### config.mk
export PLATFORM = sky130hd
export DESIGN_NAME = dma_dir_ctrl
export DESIGN_NICKNAME = d
export VERILOG_FILES = /design/src/rtl/dma_dir_pkg.sv /design/src/rtl/dma_dir_merge.sv /design/src/rtl/dma_dir_tbuf.sv /design/src/rtl/dma_dir_ctrl.sv
export SDC_FILE = /design/constraint.sdc
export NUM_CORES = 1
export LEC_CHECK = 0
export ABC_CLOCK_PERIOD_IN_PS = 10530
export CORE_ASPECT_RATIO = 0.75
export CORE_MARGIN = 1.5
export CORE_UTILIZATION = 40
export CTS_CLUSTER_SIZE = 40
export DETAILED_ROUTE_END_ITERATION = 8
export PLACE_DENSITY = 0.67
export SYNTH_ARGS = -nofsm -noshare
export SYNTH_HDL_FRONTEND = slang
export SYNTH_HIERARCHICAL = 1
export SYNTH_SLANG_ARGS = --single-unit
export TNS_END_PERCENT = 5
### constraint.sdc
create_clock -name clk -period 10.53 [get_ports clk]
set_input_delay 2.106 -clock clk [delete_from_list [all_inputs] [get_ports clk]]
set_output_delay 2.106 -clock clk [all_outputs]
set_load 0.03 [all_outputs]
### src/rtl/dma_dir_pkg.sv
package dma_dir_pkg;
  typedef enum logic [2:0] {
    LN_INV, LN_SHR, LN_OWN, LN_MOD,
    LN_DMA_WAIT, LN_FETCH, LN_OWNER_WAIT
  } line_st_t;

  typedef enum logic [1:0] {
    UB_SHARE = 2'd0, UB_TAKE = 2'd1, UB_DMA_DONE = 2'd2, UB_OWNER_DATA = 2'd3
  } ub_kind_t;
endpackage

### src/rtl/dma_dir_merge.sv
module dma_dir_merge #(
  parameter int LINE_BYTES = 8,
  parameter int OFF_W = 3,
  parameter int LEN_W = 4
) (
  input  logic [8*LINE_BYTES-1:0] base,
  input  logic [8*LINE_BYTES-1:0] patch,
  input  logic [OFF_W-1:0]        off,
  input  logic [LEN_W-1:0]        len,
  output logic [8*LINE_BYTES-1:0] merged
);
  localparam int SW = LEN_W + 1;
  logic [SW-1:0] lo, hi;
  assign lo = SW'(off);
  assign hi = lo + SW'(len);

  for (genvar b = 0; b < LINE_BYTES; b++) begin : g_byte
    assign merged[8*b +: 8] = (SW'(b) >= lo && SW'(b) < hi) ? patch[8*b +: 8]
                                                            : base[8*b +: 8];
  end
endmodule

### src/rtl/dma_dir_tbuf.sv
module dma_dir_tbuf #(
  parameter int LINE_BYTES = 8,
  parameter int LINE_W = 2,
  parameter int OFF_W = 3,
  parameter int LEN_W = 4,
  parameter int ID_W = 4
) (
  input  logic                    clk,
  input  logic                    rst,
  input  logic                    alloc,
  input  logic                    free,
  input  logic [LINE_W-1:0]       in_line,
  input  logic [OFF_W-1:0]        in_off,
  input  logic [LEN_W-1:0]        in_len,
  input  logic [ID_W-1:0]         in_id,
  input  logic [8*LINE_BYTES-1:0] in_data,
  output logic                    busy,
  output logic [LINE_W-1:0]       line,
  output logic [OFF_W-1:0]        off,
  output logic [LEN_W-1:0]        len,
  output logic [ID_W-1:0]         id,
  output logic [8*LINE_BYTES-1:0] data
);
  always_ff @(posedge clk) begin
    if (rst) busy <= 1'b0;
    else if (alloc) busy <= 1'b1;
    else if (free) busy <= 1'b0;
  end

  always_ff @(posedge clk) begin
    if (alloc) begin
      line <= in_line;
      off  <= in_off;
      len  <= in_len;
      id   <= in_id;
      data <= in_data;
    end
  end
endmodule

### src/rtl/dma_dir_ctrl.sv
module dma_dir_ctrl
  import dma_dir_pkg::*;
#(
  parameter int NLINES = 4,
  parameter int NCACHES = 4,
  parameter int LINE_BYTES = 8,
  parameter int ID_W = 4,
  localparam int LINE_W = $clog2(NLINES),
  localparam int CID_W = $clog2(NCACHES),
  localparam int OFF_W = $clog2(LINE_BYTES),
  localparam int LEN_W = $clog2(LINE_BYTES + 1),
  localparam int CNT_W = $clog2(NCACHES + 1),
  localparam int DW = 8 * LINE_BYTES
) (
  input  logic              clk,
  input  logic              rst,
  input  logic              req_valid,
  input  logic [LINE_W-1:0] req_line,
  input  logic [OFF_W-1:0]  req_off,
  input  logic [LEN_W-1:0]  req_len,
  input  logic [ID_W-1:0]   req_id,
  input  logic [DW-1:0]     req_data,
  output logic              req_retry,
  output logic              mem_req_valid,
  output logic              mem_req_write,
  output logic [LINE_W-1:0] mem_req_line,
  output logic [DW-1:0]     mem_req_data,
  input  logic              mem_rsp_valid,
  input  logic              mem_rsp_wback,
  input  logic              mem_rsp_dma,
  input  logic [LINE_W-1:0] mem_rsp_line,
  input  logic [DW-1:0]     mem_rsp_data,
  output logic              dma_ack_valid,
  output logic [ID_W-1:0]   dma_ack_id,
  output logic [CNT_W-1:0]  dma_ack_count,
  output logic              inv_valid,
  output logic [NCACHES-1:0] inv_mask,
  output logic              fwd_valid,
  output logic [CID_W-1:0]  fwd_owner,
  output logic [LINE_W-1:0] fwd_line,
  input  logic              ub_valid,
  input  logic [1:0]        ub_kind,
  input  logic [CID_W-1:0]  ub_src,
  input  logic [LINE_W-1:0] ub_line,
  input  logic [DW-1:0]     ub_data
);
  function automatic logic [CNT_W-1:0] ones(input logic [NCACHES-1:0] v);
    logic [CNT_W-1:0] n = '0;
    for (int i = 0; i < NCACHES; i++) n = n + CNT_W'(v[i]);
    return n;
  endfunction

  line_st_t          st_q  [NLINES];
  logic [NCACHES-1:0] shr_q [NLINES];
  logic [CID_W-1:0]  own_q [NLINES];

  logic              tb_busy;
  logic [LINE_W-1:0] tb_line;
  logic [OFF_W-1:0]  tb_off;
  logic [LEN_W-1:0]  tb_len;
  logic [ID_W-1:0]   tb_id;
  logic [DW-1:0]     tb_data;

  logic evt_mem, evt_ub, evt_req, req_full, req_clean, req_dirty;
  logic req_take_full, tb_alloc, tb_free, mem_merge, ub_merge, retry_d;
  line_st_t req_st, ub_st;
  logic [DW-1:0] mrg_base, mrg_line;

  always_comb begin
    evt_mem   = mem_rsp_valid;
    evt_ub    = ub_valid && !mem_rsp_valid;
    evt_req   = req_valid && !mem_rsp_valid && !ub_valid;
    req_st    = st_q[req_line];
    ub_st     = st_q[ub_line];
    req_full  = (req_len == LEN_W'(LINE_BYTES));
    req_clean = (req_st == LN_INV) || (req_st == LN_SHR);
    req_dirty = (req_st == LN_OWN) || (req_st == LN_MOD);
    req_take_full = evt_req && req_clean && req_full;
    tb_alloc  = evt_req && !tb_busy && ((req_clean && !req_full) || req_dirty);
    retry_d   = req_valid && !(req_take_full || tb_alloc);
    mem_merge = evt_mem && !mem_rsp_wback && mem_rsp_dma && tb_busy &&
                mem_rsp_line == tb_line && st_q[tb_line] == LN_FETCH;
    ub_merge  = evt_ub && ub_kind == UB_OWNER_DATA && tb_busy &&
                ub_line == tb_line && st_q[tb_line] == LN_OWNER_WAIT;
    tb_free   = mem_merge || ub_merge;
    mrg_base  = evt_mem ? mem_rsp_data : ub_data;
  end

  dma_dir_tbuf #(.LINE_BYTES(LINE_BYTES), .LINE_W(LINE_W), .OFF_W(OFF_W),
                 .LEN_W(LEN_W), .ID_W(ID_W)) u_tbuf (
    .clk(clk), .rst(rst), .alloc(tb_alloc), .free(tb_free),
    .in_line(req_line), .in_off(req_off), .in_len(req_len), .in_id(req_id),
    .in_data(req_data), .busy(tb_busy), .line(tb_line), .off(tb_off),
    .len(tb_len), .id(tb_id), .data(tb_data));

  dma_dir_merge #(.LINE_BYTES(LINE_BYTES), .OFF_W(OFF_W), .LEN_W(LEN_W)) u_merge (
    .base(mrg_base), .patch(tb_data), .off(tb_off), .len(tb_len),
    .merged(mrg_line));

  always_ff @(posedge clk) begin
    if (rst) begin
      for (int i = 0; i < NLINES; i++) begin
        st_q[i]  <= LN_INV;
        shr_q[i] <= '0;
        own_q[i] <= '0;
      end
      req_retry     <= 1'b0;
      mem_req_valid <= 1'b0;
      mem_req_write <= 1'b0;
      mem_req_line  <= '0;
      mem_req_data  <= '0;
      dma_ack_valid <= 1'b0;
      dma_ack_id    <= '0;
      dma_ack_count <= '0;
      inv_valid     <= 1'b0;
      inv_mask      <= '0;
      fwd_valid     <= 1'b0;
      fwd_owner     <= '0;
      fwd_line      <= '0;
    end else begin
      req_retry     <= retry_d;
      mem_req_valid <= 1'b0;
      dma_ack_valid <= 1'b0;
      inv_valid     <= 1'b0;
      fwd_valid     <= 1'b0;
      if (tb_free) begin
        mem_req_valid <= 1'b1;
        mem_req_write <= 1'b1;
        mem_req_line  <= tb_line;
        mem_req_data  <= mrg_line;
        dma_ack_valid <= 1'b1;
        dma_ack_id    <= tb_id;
        dma_ack_count <= ones(shr_q[tb_line]);
        st_q[tb_line] <= LN_DMA_WAIT;
      end else if (evt_ub) begin
        case (ub_kind)
          UB_SHARE: begin
            if (ub_st == LN_INV || ub_st == LN_SHR) begin
              shr_q[ub_line][ub_src] <= 1'b1;
              st_q[ub_line] <= LN_SHR;
            end else if (ub_st == LN_MOD || ub_st == LN_OWN) begin
              shr_q[ub_line][ub_src] <= 1'b1;
              st_q[ub_line] <= LN_OWN;
            end
          end
          UB_TAKE: begin
            if (ub_st == LN_INV || ub_st == LN_SHR) begin
              st_q[ub_line]  <= LN_MOD;
              own_q[ub_line] <= ub_src;
              shr_q[ub_line] <= '0;
            end
          end
          UB_DMA_DONE: begin
            if (ub_st == LN_DMA_WAIT) begin
              st_q[ub_line]  <= LN_INV;
              shr_q[ub_line] <= '0;
            end
          end
          default: ;
        endcase
      end else if (req_take_full || tb_alloc) begin
        inv_valid <= (req_st != LN_INV) && (shr_q[req_line] != '0);
        inv_mask  <= shr_q[req_line];
        if (req_dirty) begin
          fwd_valid      <= 1'b1;
          fwd_owner      <= own_q[req_line];
          fwd_line       <= req_line;
          st_q[req_line] <= LN_OWNER_WAIT;
        end else begin
          mem_req_valid <= 1'b1;
          mem_req_line  <= req_line;
          if (req_full) begin
            mem_req_write  <= 1'b1;
            mem_req_data   <= req_data;
            dma_ack_valid  <= 1'b1;
            dma_ack_id     <= req_id;
            dma_ack_count  <= ones(shr_q[req_line]);
            st_q[req_line] <= LN_DMA_WAIT;
          end else begin
            mem_req_write  <= 1'b0;
            mem_req_data   <= '0;
            st_q[req_line] <= LN_FETCH;
          end
        end
      end
    end
  end
endmodule

Word-level counts from Yosys, hierarchy flattened
Memory sizes are Yosys's and may differ from the RTL's. A register that Yosys moved wholly into a read port is not among the register bits.
Index checks and enable logic that the tools add are counted.
{ "totals": {"out_inout_bits": 87, "wordCells": 268, "mem_bits_rw": 36, "rom_bits": 0, "in_bits": 220, "latch_bits": 0, "register_bits": 163, "memories": 3} }
{ "classes": {"n_bitwise": 20, "order_cmp": 18, "mux": 126, "n_addsub": 7, "shift": 0, "reduce_logical": 59, "multipliers": 0, "n_eq_ne": 17, "n_div": 0} }
{ "memory_table": {"columns": ["name", "depth", "width", "read_ports", "rd_ports_with_merged_regs", "wr", "line", "rtl"], "rows": [
  ["shr_q", 4, 4, 2, 1, 4, "dma_dir_ctrl.sv:54", "logic [NCACHES-1:0] shr_q [NLINES];"],
  ["st_q", 4, 3, 3, 1, 4, "dma_dir_ctrl.sv:53", "line_st_t st_q [NLINES];"],
  ["own_q", 4, 2, 1, 1, 4, "dma_dir_ctrl.sv:55", "logic [CID_W-1:0] own_q [NLINES];"]
]} }
{ "op_table": {"columns": ["operator", "count"], "rows": [
  ["two-way mux 64 bit", 6],
  ["two-way mux 1 bit", 77],
  ["two-way mux 8 bit", 8],
  ["two-way mux 3 bit", 13],
  ["two-way mux 4 bit", 9],
  ["logical AND 1 bit", 28],
  ["two-way mux 2 bit", 12],
  ["less-than comparator 3 x 5 -> 1 bit (first input constant)", 4],
  ["OR 1 bit", 17],
  ["equality test 3 x 2 -> 1 bit (second input constant)", 4],
  ["greater-or-equal comparator 3 bit (first input constant)", 4],
  ["less-than comparator 1 x 5 -> 1 bit (first input constant)", 2],
  ["less-than comparator 2 x 5 -> 1 bit (first input constant)", 2],
  ["equality test 3 bit (second input constant)", 3],
  ["OR reduction 3 bit", 3],
  ["AND reduction 4 bit", 2],
  ["OR reduction 4 bit", 2],
  ["logical OR 1 bit", 7],
  ["adder 2 x 1 -> 3 bit", 2],
  ["adder 3 x 1 -> 3 bit", 2],
  ["equality test 3 x 1 -> 1 bit (second input constant)", 2],
  ["greater-or-equal comparator 1 x 3 -> 1 bit (first input constant)", 2],
  ["greater-or-equal comparator 2 x 3 -> 1 bit (first input constant)", 2],
  ["zero test 1 bit", 6],
  ["18 further kinds", 28]
]} }

Longest topological paths before layout
{ "logic_depth": {"word_depth": 16, "mapped_depth": 11, "depth_no_buf": 8} }

Hierarchy
The synthesis kept the hierarchy.
{ "modules_own_cells": {"columns": ["mod", "cells_per_inst", "seq_area_each_um2", "n_inst", "area_each_um2"], "rows": [
  ["dma_dir_ctrl", 748, 2822.7, 1, 7004.2],
  ["dma_dir_tbuf", 81, 2332.2, 1, 2351.0],
  ["dma_dir_merge", 241, 0.0, 1, 1825.5]
]} }

Least setup slack after synthesis
No wires, ideal clock.
{ "synth_timing": {"kind": "input to register", "startpoint": "input port req_line[0]", "endpoint": "register u_tbuf.busy", "setup_slack_ps": 1518, "setup_ps": 78, "arrival_ps": 8933, "cell_stages": 5, "required_time_ps": 10452, "path_buffers": 0, "path_cell_list": "mux4_2 > or4b_4 > nor3_1 > inv_1 > a21oi_2"} }
{ "synth_via": {"elab_chain_len": 7, "elab_cells_between_ends": 12, "classes_between": "3 x eq/ne; 1 x mux; 7 x reduce/logical; 1 x memory"} }
{ "synth_rtl": {"columns": ["element", "line", "rtl"], "rows": [
  ["from (decl)", "dma_dir_ctrl.sv:18", "input logic [LINE_W-1:0] req_line,"],
  ["memory (4 x 3 bit) (*)", null, null],
  ["equality test 3 x 1 -> 1 bit / zero test 3 bit (equally long branches)", "dma_dir_ctrl.sv:76", "req_clean = (req_st == LN_INV) || (req_st == LN_SHR);"],
  ["logical OR 1 bit", "dma_dir_ctrl.sv:76", null],
  ["logical AND 1 bit", "dma_dir_ctrl.sv:79", "tb_alloc = evt_req && !tb_busy && ((req_clean && !req_full) || req_dirty);"],
  ["logical OR 1 bit (*)", "dma_dir_ctrl.sv:79", null],
  ["logical AND 1 bit (*)", "dma_dir_ctrl.sv:79", null],
  ["via tb_alloc", "dma_dir_ctrl.sv:65", "logic req_take_full, tb_alloc, tb_free, mem_merge, ub_merge, retry_d;"],
  ["two-way mux 1 bit / nonzero test 2 bit (equally long branches)", null, null],
  ["to (signal assigned)", "dma_dir_tbuf.sv:25", "if (rst) busy <= 1'b0;"],
  ["to (signal assigned)", "dma_dir_tbuf.sv:26", "else if (alloc) busy <= 1'b1;"],
  ["to (signal assigned)", "dma_dir_tbuf.sv:27", "else if (free) busy <= 1'b0;"],
  ["to (decl)", "dma_dir_tbuf.sv:17", "output logic busy,"]
]} }
Mark *: on every way through the listed nets, which the timed path passes. The rest lies on a longest branch.
A chain may end at the register's enable or synchronous reset.

==> impl_metrics.py <==
metrics = {
    "timing": {
        "clock_skew_ps": 18.14,
        "setup_slack_ps": 4455,
        "fin_crit_sh": 0.5769,
        "tns_ps": 0,
        "finalMaxSlewViolations": 0,
        "rsz0062_at_grt": "false",
        "fmax_mhz": 164.6,
        "tightest_slew_ps": 1211,
        "maxSlewHeadroom": 0.1842,
        "hold_viol_final": 0,
        "period_needed_ps": 6075,
        "setup_viol": 0,
    },
    "worst_setup_path": {
        "critPathLaunchType": "primary input",
        "crit_path_end_kind": "flop",
        "worstSetupPathType": "in2reg",
        "crit_required_ps": 10690,
        "cp_max_fo": 82,
        "worstPathArrival_ps": 6230,
    },
    "clock_tree": {
        "cts_resized": 0,
        "cts_buffers": 22,
        "clk_pin_slew_ps": 60,
        "postCtsSetupBuffers": 0,
        "cts.sink_count": 201,
        "cts_root_buffer": "clkbuf_16",
        "cts_hold_buffers": 0,
        "clock_latency_ps": 520,
        "cts_tree": "done",
        "clk_path_buf_depth": 3,
        "htreeDepth": 1,
    },
    "grt": {
        "grt_pass1_vias": 9471,
        "grt_pass1_wl_um": 55380,
        "track_usage": 0.2432,
        "grt_max_degree": 83,
        "overflow": 0,
        "antenna_found_initial": 1,
    },
    "floorplanning": {
        "die_y_um": 147.8,
        "die-area_um2": 28970,
        "die_x_um": 196.1,
        "ios": 307,
        "initial_utilization": 0.4111,
        "rows": 52,
        "core-area_um2": 27200,
    },
    "job": {
        "max_cap_violations": 0,
    },
    "place": {
        "globalplace.congestion": 0.8485,
        "pre_cts_ws_ps": 3916,
        "hpwlAfterDp_um": 24780,
        "io_buffers": 306,
        "place_area_um2": 14400,
    },
    "detailed_routing": {
        "wl_met1_um": 15750,
        "ant_nets": 0,
        "post_drt_wl_per_cell_um": 21.73,
        "wl_met2_um": 16730,
        "vias_per_cell": 5.870,
        "wl_met3_um": 3054,
        "top_layer": "met5",
        "dr.pass1.iters": 5,
        "drt-total-wl_um": 36460,
        "drt_iter0_markers": 811,
        "vias": 9850,
        "drc": 0,
    },
    "synthesis": {
        "async_reset_ff_frac": 0,
        "synth_area_per_cell_um2": 10.45,
        "yosys_warnings": 6,
        "synthDistinctLibCells": 67,
        "yosys_register_bits": 201,
        "synth_edf_count": 113,
        "synthesis.nets": 1301,
        "syn_inst": 1070,
        "synth.cell_area_um2": 11180,
        "ys_seq_area_frac": 0.4611,
        "synth-main-ff-cell": "edfxtp_1",
    },
    "layout": {
        "syn_to_final_growth_pct": 34.77,
        "fin_nets": 1543,
        "fin_area_um2": 15070,
        "drive_gt1_frac": 0.1454,
        "n_antenna_cell": 0,
        "post-route-util": 0.5541,
    },
    "pwr": {
        "p_leak_nw": 5.183,
        "ir_drop_uv": 107.1,
        "power_density_nw_per_um2": 123.6,
    },
    "status": {
        "status": "finished clean",
    },
    "min_path": {
        "hp-class": "reg2reg",
    },
}
==> per-layer routing <==
layer | global-route usage | vias up
met2 | 0.3922 | 431
li1 | - | 4590
met5 | 0 | -
met4 | 0.06962 | 2
met3 | 0.04905 | 50
met1 | 0.3325 | 4777
==> final timing paths <==
kind / endpoint / slack, ps / from / cells past startpoint
setup / recovery: st_q[3][2]$_DFFE_PP_ / 4460 / mem_rsp_valid / 9
hold / removal: mem_req_write$_SDFFE_PP0P_ / 450 / mem_req_write$_SDFFE_PP0P_ / 2
setup reg to reg: st_q[3][2]$_DFFE_PP_ / 5760 / u_tbuf/line[0]$_DFFE_PP_ / 7
hold reg to reg: mem_req_write$_SDFFE_PP0P_ / 450 / mem_req_write$_SDFFE_PP0P_ / 2
==> sequential cells by signal, summed over array words and instances, names as in the netlist, 3 cells and up <==
name / flops
mem_req_data: 64
u_tbuf/data: 64
shr_q: 16
st_q: 12
own_q: 8
dma_ack_id: 4
inv_mask: 4
u_tbuf/id: 4
u_tbuf/len: 4
dma_ack_count: 3
u_tbuf/off: 3
==> logic make-up after synthesis <==
family	share of synthesized area
and+or+nand+nor	0.1782
AOI/OAI and AO/OA	0.1440
muxes	0.1562
DFF	0.4611
xor gates and xnor gates	0.004588
buffers and inverters	0.04163
adders and majority gates	0.01432
==> cell usage after synthesis (3+ instances only) <==
master | instances | share of area
nand4_1 | 10 | 0.0056
mux2i_1 | 14 | 0.013
nor2_1 | 91 | 0.031
nand2_1 | 91 | 0.031
a211oi_1 | 15 | 0.010
inv_2 | 3 | 0.0010
xor2_1 | 4 | 0.0031
o2111ai_1 | 24 | 0.019
ha_1 | 8 | 0.0090
nand3b_1 | 4 | 0.0027
o21bai_1 | 14 | 0.0094
a221o_1 | 3 | 0.0027
fa_1 | 3 | 0.0054
inv_1 | 10 | 0.0034
dfxtp_1 | 88 | 0.16
a21oi_1 | 27 | 0.012
nor3b_1 | 5 | 0.0034
nor4_1 | 4 | 0.0022
buf_2 | 18 | 0.0081
a221oi_1 | 17 | 0.013
clkbuf_1 | 79 | 0.027
nor3_1 | 9 | 0.0040
and3_1 | 33 | 0.018
nor2b_1 | 6 | 0.0034
nand2b_1 | 9 | 0.0050
a21o_1 | 6 | 0.0040
mux2_2 | 97 | 0.098
mux4_2 | 17 | 0.034
mux2_4 | 8 | 0.011
edfxtp_1 | 113 | 0.30
nand3_1 | 107 | 0.048
and2_1 | 18 | 0.010
a311oi_1 | 74 | 0.058
==> cell type report <==
class / instances / area (µm²)
Fill cell: 2407 / 12130
Multi-Input combinational cell: 754 / 5597
Sequential cell: 201 / 5155
Timing Repair Buffer: 318 / 3148
Clock buffer: 33 / 643.1
Tap cell: 351 / 439.2
Inverter: 15 / 56.30
Clock inverter: 6 / 30.03
==> power breakdown <==
group	total, W	switching [W]	internal (W)	leakage, nW
Combinational	0.000266	0.000122	0.000143	3.07
Clock	0.000740	0.000319	0.000421	0.337
Sequential	0.000857	0.0000102	0.000847	1.78
Total	0.00186	0.000452	0.00141	5.18
==> stage by stage <==
stage,power [W],hold WS (ps),instances
after global routing,0.001926,477.5,1678
after floorplan,0.001005,526.6,1070
after detailed placement,0.001138,446.5,1639
after global placement,0.001135,442.7,1639
final,0.001863,455.0,1678
after CTS,0.001877,454.9,1678
==> cells in the final DEF (no fill, tap or decap), drive strengths merged, types with 11 or more instances in the layout <==
master / n
a21oi: 28
a221oi: 18
clkdlybuf4s50: 304
nand3: 107
mux4: 17
mux2i: 14
nor2: 92
dfxtp: 88
nor3: 11
and3: 33
inv: 13
a211oi: 16
edfxtp: 113
mux2: 106
and2: 18
nand2: 91
clkbuf: 33
buf: 14
a311oi: 74
o21bai: 14
o2111ai: 24
==> critical path: stages <==
cell      delay, ps
buf_4           370
buf_4           520
nand3b_1        220
nor3_1           70
nand4_1          90
and2_4          730
inv_2           420
a221oi_1       1120
nor3b_1         500
(Power assumes the default switching activity.)
